File: config.mk
export PLATFORM = sky130hd
export DESIGN_NAME = spio_regblk
export DESIGN_NICKNAME = d
export VERILOG_FILES = /design/src/rtl/spio_pkg.sv /design/src/rtl/spio_fifo.sv /design/src/rtl/spio_irq.sv /design/src/rtl/spio_regblk.sv
export SDC_FILE = /design/constraint.sdc
export NUM_CORES = 1
export LEC_CHECK = 0
export ABC_CLOCK_PERIOD_IN_PS = 3900
export CORE_ASPECT_RATIO = 0.8
export CORE_MARGIN = 5
export CORE_UTILIZATION = 35
export CTS_CLUSTER_SIZE = 20
export DETAILED_ROUTE_END_ITERATION = 16
export GPL_TIMING_DRIVEN = 0
export PLACE_DENSITY_LB_ADDON = 0.25
export REMOVE_ABC_BUFFERS = 1
export SLEW_MARGIN = 20
export SYNTH_ARGS = -nofsm -noshare
export SYNTH_HDL_FRONTEND = slang
export SYNTH_SLANG_ARGS = --single-unit
File: constraint.sdc
create_clock -name clk -period 3.9 [get_ports clk]
set_input_delay 0.585 -clock clk [delete_from_list [all_inputs] [get_ports clk]]
set_output_delay 0.585 -clock clk [all_outputs]
set_load 0.1 [all_outputs]
File: src/rtl/spio_pkg.sv
package spio_pkg;

    localparam int unsigned IRQ_W = 4;

    localparam logic [7:0] OFS_VERSION = 8'h00;
    localparam logic [7:0] OFS_SRST    = 8'h40;
    localparam logic [7:0] OFS_IRQ_EN  = 8'h80;
    localparam logic [7:0] OFS_IRQ_PND = 8'h84;
    localparam logic [7:0] OFS_IRQ_SRC = 8'h88;
    localparam logic [7:0] OFS_SYNC    = 8'hC0;
    localparam logic [7:0] OFS_CMD_RM  = 8'hD0;
    localparam logic [7:0] OFS_TX_RM   = 8'hD4;
    localparam logic [7:0] OFS_RX_LVL  = 8'hD8;
    localparam logic [7:0] OFS_CMD_PUSH = 8'hE0;
    localparam logic [7:0] OFS_TX_PUSH  = 8'hE4;
    localparam logic [7:0] OFS_RX_POP   = 8'hE8;
    localparam logic [7:0] OFS_RX_PEEK  = 8'hEC;

    // interrupt bit positions (software decodes these)
    localparam int unsigned IB_CMD_LOW  = 0;
    localparam int unsigned IB_TX_LOW   = 1;
    localparam int unsigned IB_RX_HIGH  = 2;
    localparam int unsigned IB_SYNC     = 3;

    typedef struct packed {
        logic        srst;
        logic [7:0]  sync_id;
        logic [31:0] rdata;
    } spio_regs_t;

    typedef struct packed {
        logic [IRQ_W-1:0] pend;
        logic [IRQ_W-1:0] en;
    } spio_irq_t;

endpackage

File: src/rtl/spio_fifo.sv
module spio_fifo #(
    parameter int unsigned W     = 8,
    parameter int unsigned DEPTH = 8,
    localparam int unsigned AW   = (DEPTH > 1) ? $clog2(DEPTH) : 1,
    localparam int unsigned CW   = $clog2(DEPTH + 1)
) (
    input  logic          clk,
    input  logic          rst_n,
    input  logic          flush,
    input  logic          push,
    input  logic [W-1:0]  push_data,
    input  logic          pop,
    output logic [W-1:0]  head,
    output logic [CW-1:0] count
);

    localparam logic [CW-1:0] FULL_CNT = CW'(DEPTH);
    localparam logic [AW-1:0] LAST_PTR = AW'(DEPTH - 1);

    typedef struct packed {
        logic [AW-1:0] wp;
        logic [AW-1:0] rp;
        logic [CW-1:0] cnt;
    } fifo_st_t;

    fifo_st_t st_d, st_q;
    logic [W-1:0] mem_q [DEPTH];
    logic do_push, do_pop;

    always_comb begin
        st_d    = st_q;
        do_push = push && (st_q.cnt != FULL_CNT) && !flush;
        do_pop  = pop && (st_q.cnt != '0) && !flush;
        if (flush) begin
            st_d = '0;
        end else begin
            if (do_push) st_d.wp = (st_q.wp == LAST_PTR) ? '0 : st_q.wp + 1'b1;
            if (do_pop)  st_d.rp = (st_q.rp == LAST_PTR) ? '0 : st_q.rp + 1'b1;
            case ({do_push, do_pop})
                2'b10:   st_d.cnt = st_q.cnt + 1'b1;
                2'b01:   st_d.cnt = st_q.cnt - 1'b1;
                default: st_d.cnt = st_q.cnt;
            endcase
        end
    end

    always_ff @(posedge clk or negedge rst_n) begin
        if (!rst_n) st_q <= '0;
        else        st_q <= st_d;
    end

    always_ff @(posedge clk) begin
        if (do_push) mem_q[st_q.wp] <= push_data;
    end

    assign head  = mem_q[st_q.rp];
    assign count = st_q.cnt;

    // fill never exceeds depth
    a_r3_no_overflow: assert property (@(posedge clk) disable iff (!rst_n)
        st_q.cnt <= FULL_CNT);

    // an empty queue with no push stays empty
    a_r5_empty_holds: assert property (@(posedge clk) disable iff (!rst_n)
        (st_q.cnt == '0 && !push) |=> st_q.cnt == '0);

    // flush always empties the queue
    a_r2_flush_empties: assert property (@(posedge clk) disable iff (!rst_n)
        flush |=> st_q.cnt == '0);

endmodule

File: src/rtl/spio_irq.sv
module spio_irq
    import spio_pkg::*;
(
    input  logic             clk,
    input  logic             rst_n,
    input  logic [IRQ_W-1:0] cause,
    input  logic [IRQ_W-1:0] clr,
    input  logic             en_we,
    input  logic [IRQ_W-1:0] en_wdata,
    output logic [IRQ_W-1:0] pend,
    output logic [IRQ_W-1:0] en,
    output logic             irq
);

    spio_irq_t ir_d, ir_q;

    always_comb begin
        ir_d      = ir_q;
        ir_d.pend = (ir_q.pend & ~clr) | cause;
        if (en_we) ir_d.en = en_wdata;
    end

    always_ff @(posedge clk or negedge rst_n) begin
        if (!rst_n) ir_q <= '0;
        else        ir_q <= ir_d;
    end

    assign pend = ir_q.pend;
    assign en   = ir_q.en;
    assign irq  = |(ir_q.pend & ir_q.en);

    // a seen cause is pending on the next clock
    a_r7_cause_sets: assert property (@(posedge clk) disable iff (!rst_n)
        (cause != '0) |=> ((ir_q.pend & $past(cause)) == $past(cause)));

    // a cleared bit with no cause present drops
    a_r8_clear_drops: assert property (@(posedge clk) disable iff (!rst_n)
        ((clr & ~cause) != '0) |=> ((ir_q.pend & $past(clr & ~cause)) == '0));

    // without cause or clear, pending is sticky
    a_r7_sticky: assert property (@(posedge clk) disable iff (!rst_n)
        (cause == '0 && clr == '0) |=> $stable(ir_q.pend));

endmodule

File: src/rtl/spio_regblk.sv
module spio_regblk
    import spio_pkg::*;
#(
    parameter int unsigned CMD_DEPTH = 8,
    parameter int unsigned TX_DEPTH  = 8,
    parameter int unsigned RX_DEPTH  = 8,
    parameter logic [7:0]  VER_MINOR = 8'd2,
    parameter logic [7:0]  VER_PATCH = 8'd1
) (
    input  logic        clk,
    input  logic        rst_n,
    input  logic [7:0]  addr,
    input  logic        wr_en,
    input  logic [31:0] wdata,
    input  logic        rd_en,
    output logic [31:0] rdata,
    output logic        irq,
    output logic        engine_rst,
    output logic        cmd_valid,
    output logic [15:0] cmd_data,
    input  logic        cmd_ready,
    output logic        sdo_valid,
    output logic [7:0]  sdo_data,
    input  logic        sdo_ready,
    input  logic        sdi_valid,
    input  logic [7:0]  sdi_data,
    output logic        sdi_ready,
    input  logic        sync_valid,
    input  logic [7:0]  sync_id
);

    localparam int unsigned CMD_CW = $clog2(CMD_DEPTH + 1);
    localparam int unsigned TX_CW  = $clog2(TX_DEPTH + 1);
    localparam int unsigned RX_CW  = $clog2(RX_DEPTH + 1);
    localparam logic [CMD_CW-1:0] CMD_FULL = CMD_CW'(CMD_DEPTH);
    localparam logic [TX_CW-1:0]  TX_FULL  = TX_CW'(TX_DEPTH);
    localparam logic [RX_CW-1:0]  RX_FULL  = RX_CW'(RX_DEPTH);
    localparam logic [CMD_CW-1:0] CMD_LOW  = CMD_CW'(CMD_DEPTH / 4);
    localparam logic [TX_CW-1:0]  TX_LOW   = TX_CW'(TX_DEPTH / 4);
    localparam logic [RX_CW-1:0]  RX_HIGH  = RX_CW'(RX_DEPTH - RX_DEPTH / 4);
    localparam logic [31:0]       VERSION  = {8'h00, 8'd1, VER_MINOR, VER_PATCH};

    spio_regs_t rg_d, rg_q;

    logic [CMD_CW-1:0] cmd_cnt;
    logic [TX_CW-1:0]  tx_cnt;
    logic [RX_CW-1:0]  rx_cnt;
    logic [7:0]        rx_head;
    logic [IRQ_W-1:0]  irq_cause, irq_clr, irq_pend, irq_en;
    logic              cmd_push, tx_push, rx_push, cmd_pop, tx_pop, rx_pop;
    logic              sync_ok, en_we;
    logic [31:0]       rx_word;
    logic              unused_hi;

    assign unused_hi = ^wdata[31:16];

    // queue strobes
    assign cmd_push = wr_en && (addr == OFS_CMD_PUSH) && !rg_q.srst;
    assign tx_push  = wr_en && (addr == OFS_TX_PUSH)  && !rg_q.srst;
    assign rx_pop   = rd_en && (addr == OFS_RX_POP)   && !rg_q.srst;
    assign cmd_pop  = cmd_valid && cmd_ready;
    assign tx_pop   = sdo_valid && sdo_ready;
    assign rx_push  = sdi_valid && sdi_ready;
    assign sync_ok  = sync_valid && !rg_q.srst;

    assign cmd_valid  = (cmd_cnt != '0) && !rg_q.srst;
    assign sdo_valid  = (tx_cnt != '0) && !rg_q.srst;
    assign sdi_ready  = (rx_cnt != RX_FULL) && !rg_q.srst;
    assign engine_rst = rg_q.srst;
    assign rdata      = rg_q.rdata;
    assign rx_word    = (rx_cnt == '0) ? 32'h0 : {24'h0, rx_head};

    spio_fifo #(.W(16), .DEPTH(CMD_DEPTH)) u_cmd_q (
        .clk(clk), .rst_n(rst_n), .flush(rg_q.srst),
        .push(cmd_push), .push_data(wdata[15:0]),
        .pop(cmd_pop), .head(cmd_data), .count(cmd_cnt)
    );

    spio_fifo #(.W(8), .DEPTH(TX_DEPTH)) u_tx_q (
        .clk(clk), .rst_n(rst_n), .flush(rg_q.srst),
        .push(tx_push), .push_data(wdata[7:0]),
        .pop(tx_pop), .head(sdo_data), .count(tx_cnt)
    );

    spio_fifo #(.W(8), .DEPTH(RX_DEPTH)) u_rx_q (
        .clk(clk), .rst_n(rst_n), .flush(rg_q.srst),
        .push(rx_push), .push_data(sdi_data),
        .pop(rx_pop), .head(rx_head), .count(rx_cnt)
    );

    // interrupt causes, indexed by the bit software decodes
    always_comb begin
        irq_cause              = '0;
        irq_cause[IB_CMD_LOW]  = (cmd_cnt <= CMD_LOW);
        irq_cause[IB_TX_LOW]   = (tx_cnt <= TX_LOW);
        irq_cause[IB_RX_HIGH]  = (rx_cnt >= RX_HIGH);
        irq_cause[IB_SYNC]     = sync_ok;
        irq_clr = (wr_en && addr == OFS_IRQ_PND) ? wdata[IRQ_W-1:0] : '0;
        en_we   = wr_en && (addr == OFS_IRQ_EN);
    end

    spio_irq u_irq (
        .clk(clk), .rst_n(rst_n), .cause(irq_cause), .clr(irq_clr),
        .en_we(en_we), .en_wdata(wdata[IRQ_W-1:0]),
        .pend(irq_pend), .en(irq_en), .irq(irq)
    );

    always_comb begin
        rg_d = rg_q;
        if (wr_en && addr == OFS_SRST) rg_d.srst = wdata[0];
        if (sync_ok) rg_d.sync_id = sync_id;
        if (rd_en) begin
            case (addr)
                OFS_VERSION: rg_d.rdata = VERSION;
                OFS_SRST:    rg_d.rdata = {31'h0, rg_q.srst};
                OFS_IRQ_EN:  rg_d.rdata = 32'(irq_en);
                OFS_IRQ_PND: rg_d.rdata = 32'(irq_pend);
                OFS_IRQ_SRC: rg_d.rdata = 32'(irq_pend & irq_en);
                OFS_SYNC:    rg_d.rdata = {24'h0, rg_q.sync_id};
                OFS_CMD_RM:  rg_d.rdata = 32'(CMD_FULL - cmd_cnt);
                OFS_TX_RM:   rg_d.rdata = 32'(TX_FULL - tx_cnt);
                OFS_RX_LVL:  rg_d.rdata = 32'(rx_cnt);
                OFS_RX_POP:  rg_d.rdata = rx_word;
                OFS_RX_PEEK: rg_d.rdata = rx_word;
                default:     rg_d.rdata = 32'h0;
            endcase
        end
    end

    always_ff @(posedge clk or negedge rst_n) begin
        if (!rst_n) begin
            rg_q       <= '0;
            rg_q.srst  <= 1'b1;
        end else begin
            rg_q <= rg_d;
        end
    end

    // a sync outside reset raises bit 3 and captures its ID together
    a_r9_sync_capture: assert property (@(posedge clk) disable iff (!rst_n)
        (sync_valid && !engine_rst) |=> (irq_pend[IB_SYNC] && rg_q.sync_id == $past(sync_id)));

    // ignored sync leaves the ID unchanged
    a_r9_sync_held: assert property (@(posedge clk) disable iff (!rst_n)
        (!sync_valid || engine_rst) |=> $stable(rg_q.sync_id));

    // a peek does not change the receive fill
    a_r5_peek_keeps: assert property (@(posedge clk) disable iff (!rst_n)
        (rd_en && addr == OFS_RX_PEEK && !rx_push && !engine_rst) |=> $stable(rx_cnt));

    // read data changes only after a read strobe
    a_r10_rdata_hold: assert property (@(posedge clk) disable iff (!rst_n)
        !rd_en |=> $stable(rdata));

    // engine sees nothing while held in reset
    a_r11_quiet_in_reset: assert property (@(posedge clk) disable iff (!rst_n)
        engine_rst |=> (!cmd_valid && !sdo_valid));

endmodule

Yosys cells after proc, flatten, opt, wreduce, memory -nomap -nowiden
Memory sizes are Yosys's and may differ from the RTL's. Index checks and enable logic that the tools add are counted.

Memories kept: 3. Bits in writable memories: 256. Bits of input ports: 64. Word-level logic and storage cells: 138. Bits in registers: 79.

Memories: u_cmd_q.mem_q (words 8, bits a word 16, read ports 1, clocked after memory_dff 0, wr ports 1, line spio_fifo.sv:27) `logic [W-1:0] mem_q [DEPTH];`; u_rx_q.mem_q (words 8, bits a word 8, read ports 1, clocked after memory_dff 0, wr ports 1, line spio_fifo.sv:27); u_tx_q.mem_q (words 8, bits a word 8, read ports 1, clocked after memory_dff 0, wr ports 1, line spio_fifo.sv:27).

Reduce and logical (&&, ||, !) cells: 45. Order comparisons: 3. Bitwise operators: 5. Equality and inequality tests: 27. Multiplexer cells: 27. Add/subtract/negate cells: 14.

Operators with widths (count): $pmux W32 S10 (1); $eq A8 B8 Y1 const B (11); $mux W3 (12); $mux W10 (3); $logic_and A1 B1 Y1 (28); $pmux W4 S2 (3); $add A3 B1 Y3 const B (6); $eq A3 B3 Y1 const B (6); $add A4 B1 Y4 const B (3); $and A4 B4 Y4 (3); $ne A4 B4 Y1 const B (3); $reduce_bool A2 Y1 (6); $reduce_bool A4 Y1 (3); $sub A4 B1 Y4 const B (3); $sub A4 B4 Y5 const A (2); $reduce_bool A3 Y1 (3); $eq A8 B7 Y1 const B (1); $le A4 B2 Y1 const B (2); $logic_not A8 Y1 (1); $mux W8 (1); $eq A2 B1 Y1 const B (3); $eq A2 B2 Y1 const B (3); $mux W1 (6); $ge A4 B3 Y1 const B (1); 7 further kinds (7).

Longest topological paths before layout
Word-level depth: 8. Gate-level depth with buffers: 13.

Hierarchy
A second synthesis with hierarchy kept.

Cell total of the unflattened synthesis: 841. Area total of the unflattened synthesis: 13949.6 sq um.

By module, submodules not included: spio_fifo at u_rx_q ... (cells each 175, area each 3156.8 sq um, times used 2, sequential area each 2172.1 sq um); spio_fifo at u_cmd_q (cells each 268, area each 5551.6 sq um, times used 1, sequential area each 4093.9 sq um); spio_regblk (cells each 200, area each 1775.5 sq um, times used 1, sequential area each 476.7 sq um); spio_irq (cells each 23, area each 309.0 sq um, times used 1, sequential area each 200.2 sq um).

Worst setup path before layout
OpenSTA, ideal clock, no wires.

Kind: input -> register. From: in addr[1]. To: mem u_cmd_q.mem_q[4][0], enable pin. Slack: -0.151 ns. Path buffers: 2. Stages on the path: 6. Data required time: 3.464 ns. Arrival time: 3.615 ns. Cell sequence: or3_1 clkbuf_2 or3_4 or2_1 buf_2 nor4b_1.

Longest elaborated chain between the ends: 7.

RTL lines: from (decl) (line spio_regblk.sv:12) `input logic [7:0] addr,`; $eq A8 B8 Y1 (line spio_regblk.sv:58) `assign cmd_push = wr_en && (addr == OFS_CMD_PUSH) && !rg_q.srst;`; $logic_and A1 B1 Y1 (2 in series) (line spio_regblk.sv:58); $logic_and A1 B1 Y1 (2 in series) (line spio_fifo.sv:32) `do_push = push && (st_q.cnt != FULL_CNT) && !flush;`; $mux W1 (line spio_fifo.sv:53) `if (do_push) mem_q[st_q.wp] <= push_data;`; $mux W1 (not written as such) (line spio_fifo.sv:53); to (decl) (line spio_fifo.sv:27).

No other way between the ends.

Worst setup path after layout
From: reg u_tx_q.st_q[4] in the netlist's numbering. To: out sdo_data[2].

Longest elaborated chain between the ends: 1.

RTL lines: from (decl) (line spio_fifo.sv:26) `fifo_st_t st_d, st_q;`; from (signal assigned) (line spio_fifo.sv:49) `else st_q <= st_d;`; $mem_v2 Z8 W8; to (decl) (line spio_regblk.sv:23) `output logic [7:0] sdo_data,`.

No other way between the ends.

==> results.md <==
* End-of-flow core utilization at a little over two fifths
* Latest clock arrival within the worst-skew pair at around 0.52 ns
* Cell row count at 64
* Max-slew headroom at the worst pin at just over 30%
* Post-synth ARST share at between 10% and 20%
* Post-synthesis to final-layout area growth at 21.3%
* Residual DRC count at 0
* Post-synthesis instance total at a little over 800
* Clock share of power at about 29%
* Most frequently used flop master after synthesis: sky130_fd_sc_hd__edfxtp_1
* Worst voltage drop across the vdd grid at ~430 µV
* Outcome: complete, no violations
* Synth top area share at 56.7%
* Fill count at 3381
* Required time at the endpoint of the critical path at 3.31 ns
* Most numerous cell in the Yosys netlist: sky130_fd_sc_hd__edfxtp_1
* Total clock sinks at roughly 310
* Vias per cell at about 5.0
* PwrDens at about 700 mW/mm²
* Period Utilization, post-route at 96.3%
* Worst setup slack after placement at -0.467 ns
* Final worst-path setup slack at between 0.1 and 0.15 ns
* Routed wire per std cell at between 20 and 25 µm
* Sort of element at the start of the critical path: flop
* Library cell used as clock root buffer: sky130_fd_sc_hd__clkbuf_16
* Clock tree from TritonCTS: yes
* Share of final-layout standard cells stronger than drive strength 1 at a little under a quarter
* Gpl congestion at 0.718
* Worst-Margin Slew at about 1.0 ns
* Total routing resource utilization after global routing at between 10% and 20%
* Mean instance size in the synthesized netlist at around 17 µm²
* Number of synthesized flops with an enable pin at about 260
* Number of buffers created by CTS at 35
* Final Skew at approximately 0.018 ns
* Largest cells by area after synthesis: sky130_fd_sc_hd__edfxtp_1 (57%), sky130_fd_sc_hd__mux4_2 (11%), sky130_fd_sc_hd__dfrtp_1 (10%)
* Global-route met1 utilization at 20.2%
* Initial drt markers at 403
* HPWL after detailed placement at between 15 and 20 mm
* Number of input and output port buffers inserted at 108
* Number of distinct standard cells referenced by the synthesized netlist at 65
* Effective utilization at floorplan at 35.4%
* Arrival time reported for the critical path endpoint at 3.17 ns
* Antenna Diode Count at 0
* Met3 routing resource usage after global routing at 2.20%
* Largest net degree at the start of global routing at 40
* Count of state elements after synthesis at 313
* Area of the placeable core at approximately 0.038 mm²
* Routed vias at 7128
* Max H-tree Level at 2
* Final WL at around 29 mm
* Total overflow reported by the global router at 0
* Critical setup path kind: reg2out
* Number of global-route vias before repair at roughly 7300
* Hold crit path type: reg2reg
* Count of max-cap constraint violations at 0
* Io pins at approximately 130
* Combinational power share at about 34%
* Clk slew on worst S/H paths at around 0.060 ns
* Max-slew violation count at 0
* Number of endpoints failing setup at the final stage at 0
* Most used standard cells in the synthesized netlist: sky130_fd_sc_hd__edfxtp_1 (256), sky130_fd_sc_hd__mux4_2 (64), sky130_fd_sc_hd__dfrtp_1 (56)
* Global routing usage on met2 at about a fifth
* Initial antenna violation count at 0
* Net switching fraction of the power at 36.1%
* Most area-hungry cell type in the Yosys netlist: sky130_fd_sc_hd__edfxtp_1
* Flop pwr share at 37.6%
* Static power due to leakage at 5.55 nW
* Die span in y at about 190 µm
* Horizontal die dimension at approximately 230 µm
* Switching power at ~4.2 mW
* Sequential fraction of the synthesis area at between 60% and 70%
* Count of endpoints failing hold in the final timing report at 0
* Peak-usage layer in the global routing report: met2
* Number of synthesis warnings at 0
* P_int at between 7 and 8 mW
* First-pass GRT wire length at roughly 45 mm
* Netlist area before placement at between 0.01 and 0.015 mm²
* Longest Clk Path Bufs at 3
* DIE AREA at approximately 0.043 mm²
* Maximum fanout along the worst path at 19
* Unrepaired setup endpoints after global routing: false
* Number of nets in the final layout at between 1000 and 1500
* Critical path capture point type: primary output
* Fmax at 266 MHz
* Final Critical Period at approximately 3.8 ns
* Antenna violation net count after detailed routing at 0
* Detailed Routing Iterations Pass 1 at 4
[repair_timing]
| item | 4_1_cts | 5_1_grt |
|---|---|---|
| hold buffers | 1 | 0 |
| hold endpoints to repair | 23 | 0 |
| endpoints found under the setup margin | 0 | 3 |
| gates resized for setup | 0 | 1 |
| setup buffers | 0 | 1 |
[state kept, by name (all words and copies together), names as in the netlist, 4 cells and up]
signal	cells
rdata	10
rg_q	8
u_cmd_q.count	4
u_cmd_q.mem_q	128
u_cmd_q.st_q	6
u_irq.en	4
u_irq.pend	4
u_rx_q.count	4
u_rx_q.mem_q	64
u_rx_q.st_q	6
u_tx_q.count	4
u_tx_q.mem_q	64
u_tx_q.st_q	6
[power groups by stage]
| stage | Combinational, mW | Clock (mW) | Sequential, mW |
|---|---|---|---|
| final | 3.89 | 3.33 | 4.35 |
| after global routing | 4.14 | 3.58 | 4.42 |
| after CTS | 3.95 | 3.43 | 4.37 |
| after detailed placement | 3.93 | 0 | 4.44 |
| after global placement | 3.72 | 0 | 4.57 |
| after floorplan | 2.95 | 0 | 4.34 |
[critical path: stages (launching register included)]
cell	delay (ns)
sky130_fd_sc_hd__dfrtp_2	0.77
sky130_fd_sc_hd__mux4_2	0.58
sky130_fd_sc_hd__mux2_2	0.31
sky130_fd_sc_hd__clkdlybuf4s50_1	0.98
[stage by stage]
step                      instance area [µm²]  std cells  power, mW  TNS [ns]  hold WS, ns
final                                   16500       1433       11.6         0        0.510
after detailed placement                15300       1369       8.37     -4.86        0.492
after CTS                               16400       1432       11.7         0        0.514
after global placement                  14900       1339       8.29   -253.55        0.489
after global routing                    16500       1433       12.1         0        0.534
after floorplan                         13200        736       7.29   -233.72        0.289
[layer usage]
| metal | up-vias | share of wire [%] |
|---|---|---|
| met5 | - | 0 |
| met4 | 0 | 1.9 |
| met3 | 34 | 2.7 |
| met2 | 92 | 47 |
| met1 | 3640 | 49 |
| li1 | 3362 | - |
[cells by family (layout without fill, tap and decap cells)]
logic type               after synthesis  in the layout  synth area share [%]
adder cells (fa/ha/maj)               24             24                  2.38
flip-flops                           313            313                  67.2
multiplexers                         120            120                  15.2
AO/OA/AOI/OAI                         80             80                  4.09
buffers and inverters                 85            216                  3.35
AND/OR/NAND/NOR                      173            173                  7.06
XOR/XNOR                              12             12                 0.775
[layout by cell type (no fill, tap or decap), types with 4 or more instances in the layout]
cell type / count
sky130_fd_sc_hd__a22oi_1: 7
sky130_fd_sc_hd__nor3b_1: 4
sky130_fd_sc_hd__ha_1: 21
sky130_fd_sc_hd__dfrtp_1: 52
sky130_fd_sc_hd__o221ai_1: 4
sky130_fd_sc_hd__edfxtp_1: 256
sky130_fd_sc_hd__mux4_2: 64
sky130_fd_sc_hd__clkdlybuf4s50_1: 106
sky130_fd_sc_hd__o211ai_1: 4
sky130_fd_sc_hd__clkbuf_1: 9
sky130_fd_sc_hd__nand2_1: 47
sky130_fd_sc_hd__mux2_2: 44
sky130_fd_sc_hd__nor3_2: 7
sky130_fd_sc_hd__or3_1: 6
sky130_fd_sc_hd__a32oi_1: 6
sky130_fd_sc_hd__mux2i_1: 12
sky130_fd_sc_hd__o21ai_0: 14
sky130_fd_sc_hd__nor2_1: 29
sky130_fd_sc_hd__nor2b_1: 7
sky130_fd_sc_hd__and2_1: 7
sky130_fd_sc_hd__nand2b_1: 10
sky130_fd_sc_hd__a21oi_1: 17
sky130_fd_sc_hd__a21o_1: 6
sky130_fd_sc_hd__xnor2_1: 9
sky130_fd_sc_hd__clkinv_1: 6
sky130_fd_sc_hd__buf_2: 4
sky130_fd_sc_hd__bufinv_16: 5
sky130_fd_sc_hd__nand3_1: 7
sky130_fd_sc_hd__nor4b_2: 4
sky130_fd_sc_hd__nor3b_2: 6
sky130_fd_sc_hd__clkbuf_16: 36
sky130_fd_sc_hd__inv_1: 14
sky130_fd_sc_hd__nand3b_1: 5
sky130_fd_sc_hd__buf_4: 17
sky130_fd_sc_hd__buf_6: 8
sky130_fd_sc_hd__nor3_1: 11
[path summary, 6_finish.rpt]
check                                                 from                      endpoint  slack, ns  depth (start not counted)
worst max-delay path            u_tx_q.st_q[4]$_DFFE_PN0P_                   sdo_data[2]       0.14                          3
worst min-delay path                  rdata[7]$_DFFE_PN0P_          rdata[7]$_DFFE_PN0P_       0.51                          2
worst max register to register      engine_rst$_DFFE_PN1P_  u_cmd_q.count[3]$_DFFE_PN0P_       0.42                         10
worst min register to register        rdata[7]$_DFFE_PN0P_          rdata[7]$_DFFE_PN0P_       0.51                          2
max in group asynchronous                            rst_n        engine_rst$_DFFE_PN1P_       2.79                          3
min in group asynchronous                            rst_n          rg_q[32]$_DFFE_PN0P_       0.53                          2
[layout make-up]
cell class / instances / area, µm² / share of cell area, %
Timing Repair Buffer: 140 / 1390 / 8.44
Clock inverter: 17 / 228 / 1.38
Tap cell: 495 / 619 / 3.76
Sequential cell: 313 / 9120 / 55.4
Inverter: 14 / 52.6 / 0.319
Clock buffer: 45 / 935 / 5.68
Multi-Input combinational cell: 409 / 4110 / 25.0
No activity file was read; power rests on OpenSTA's default activity.
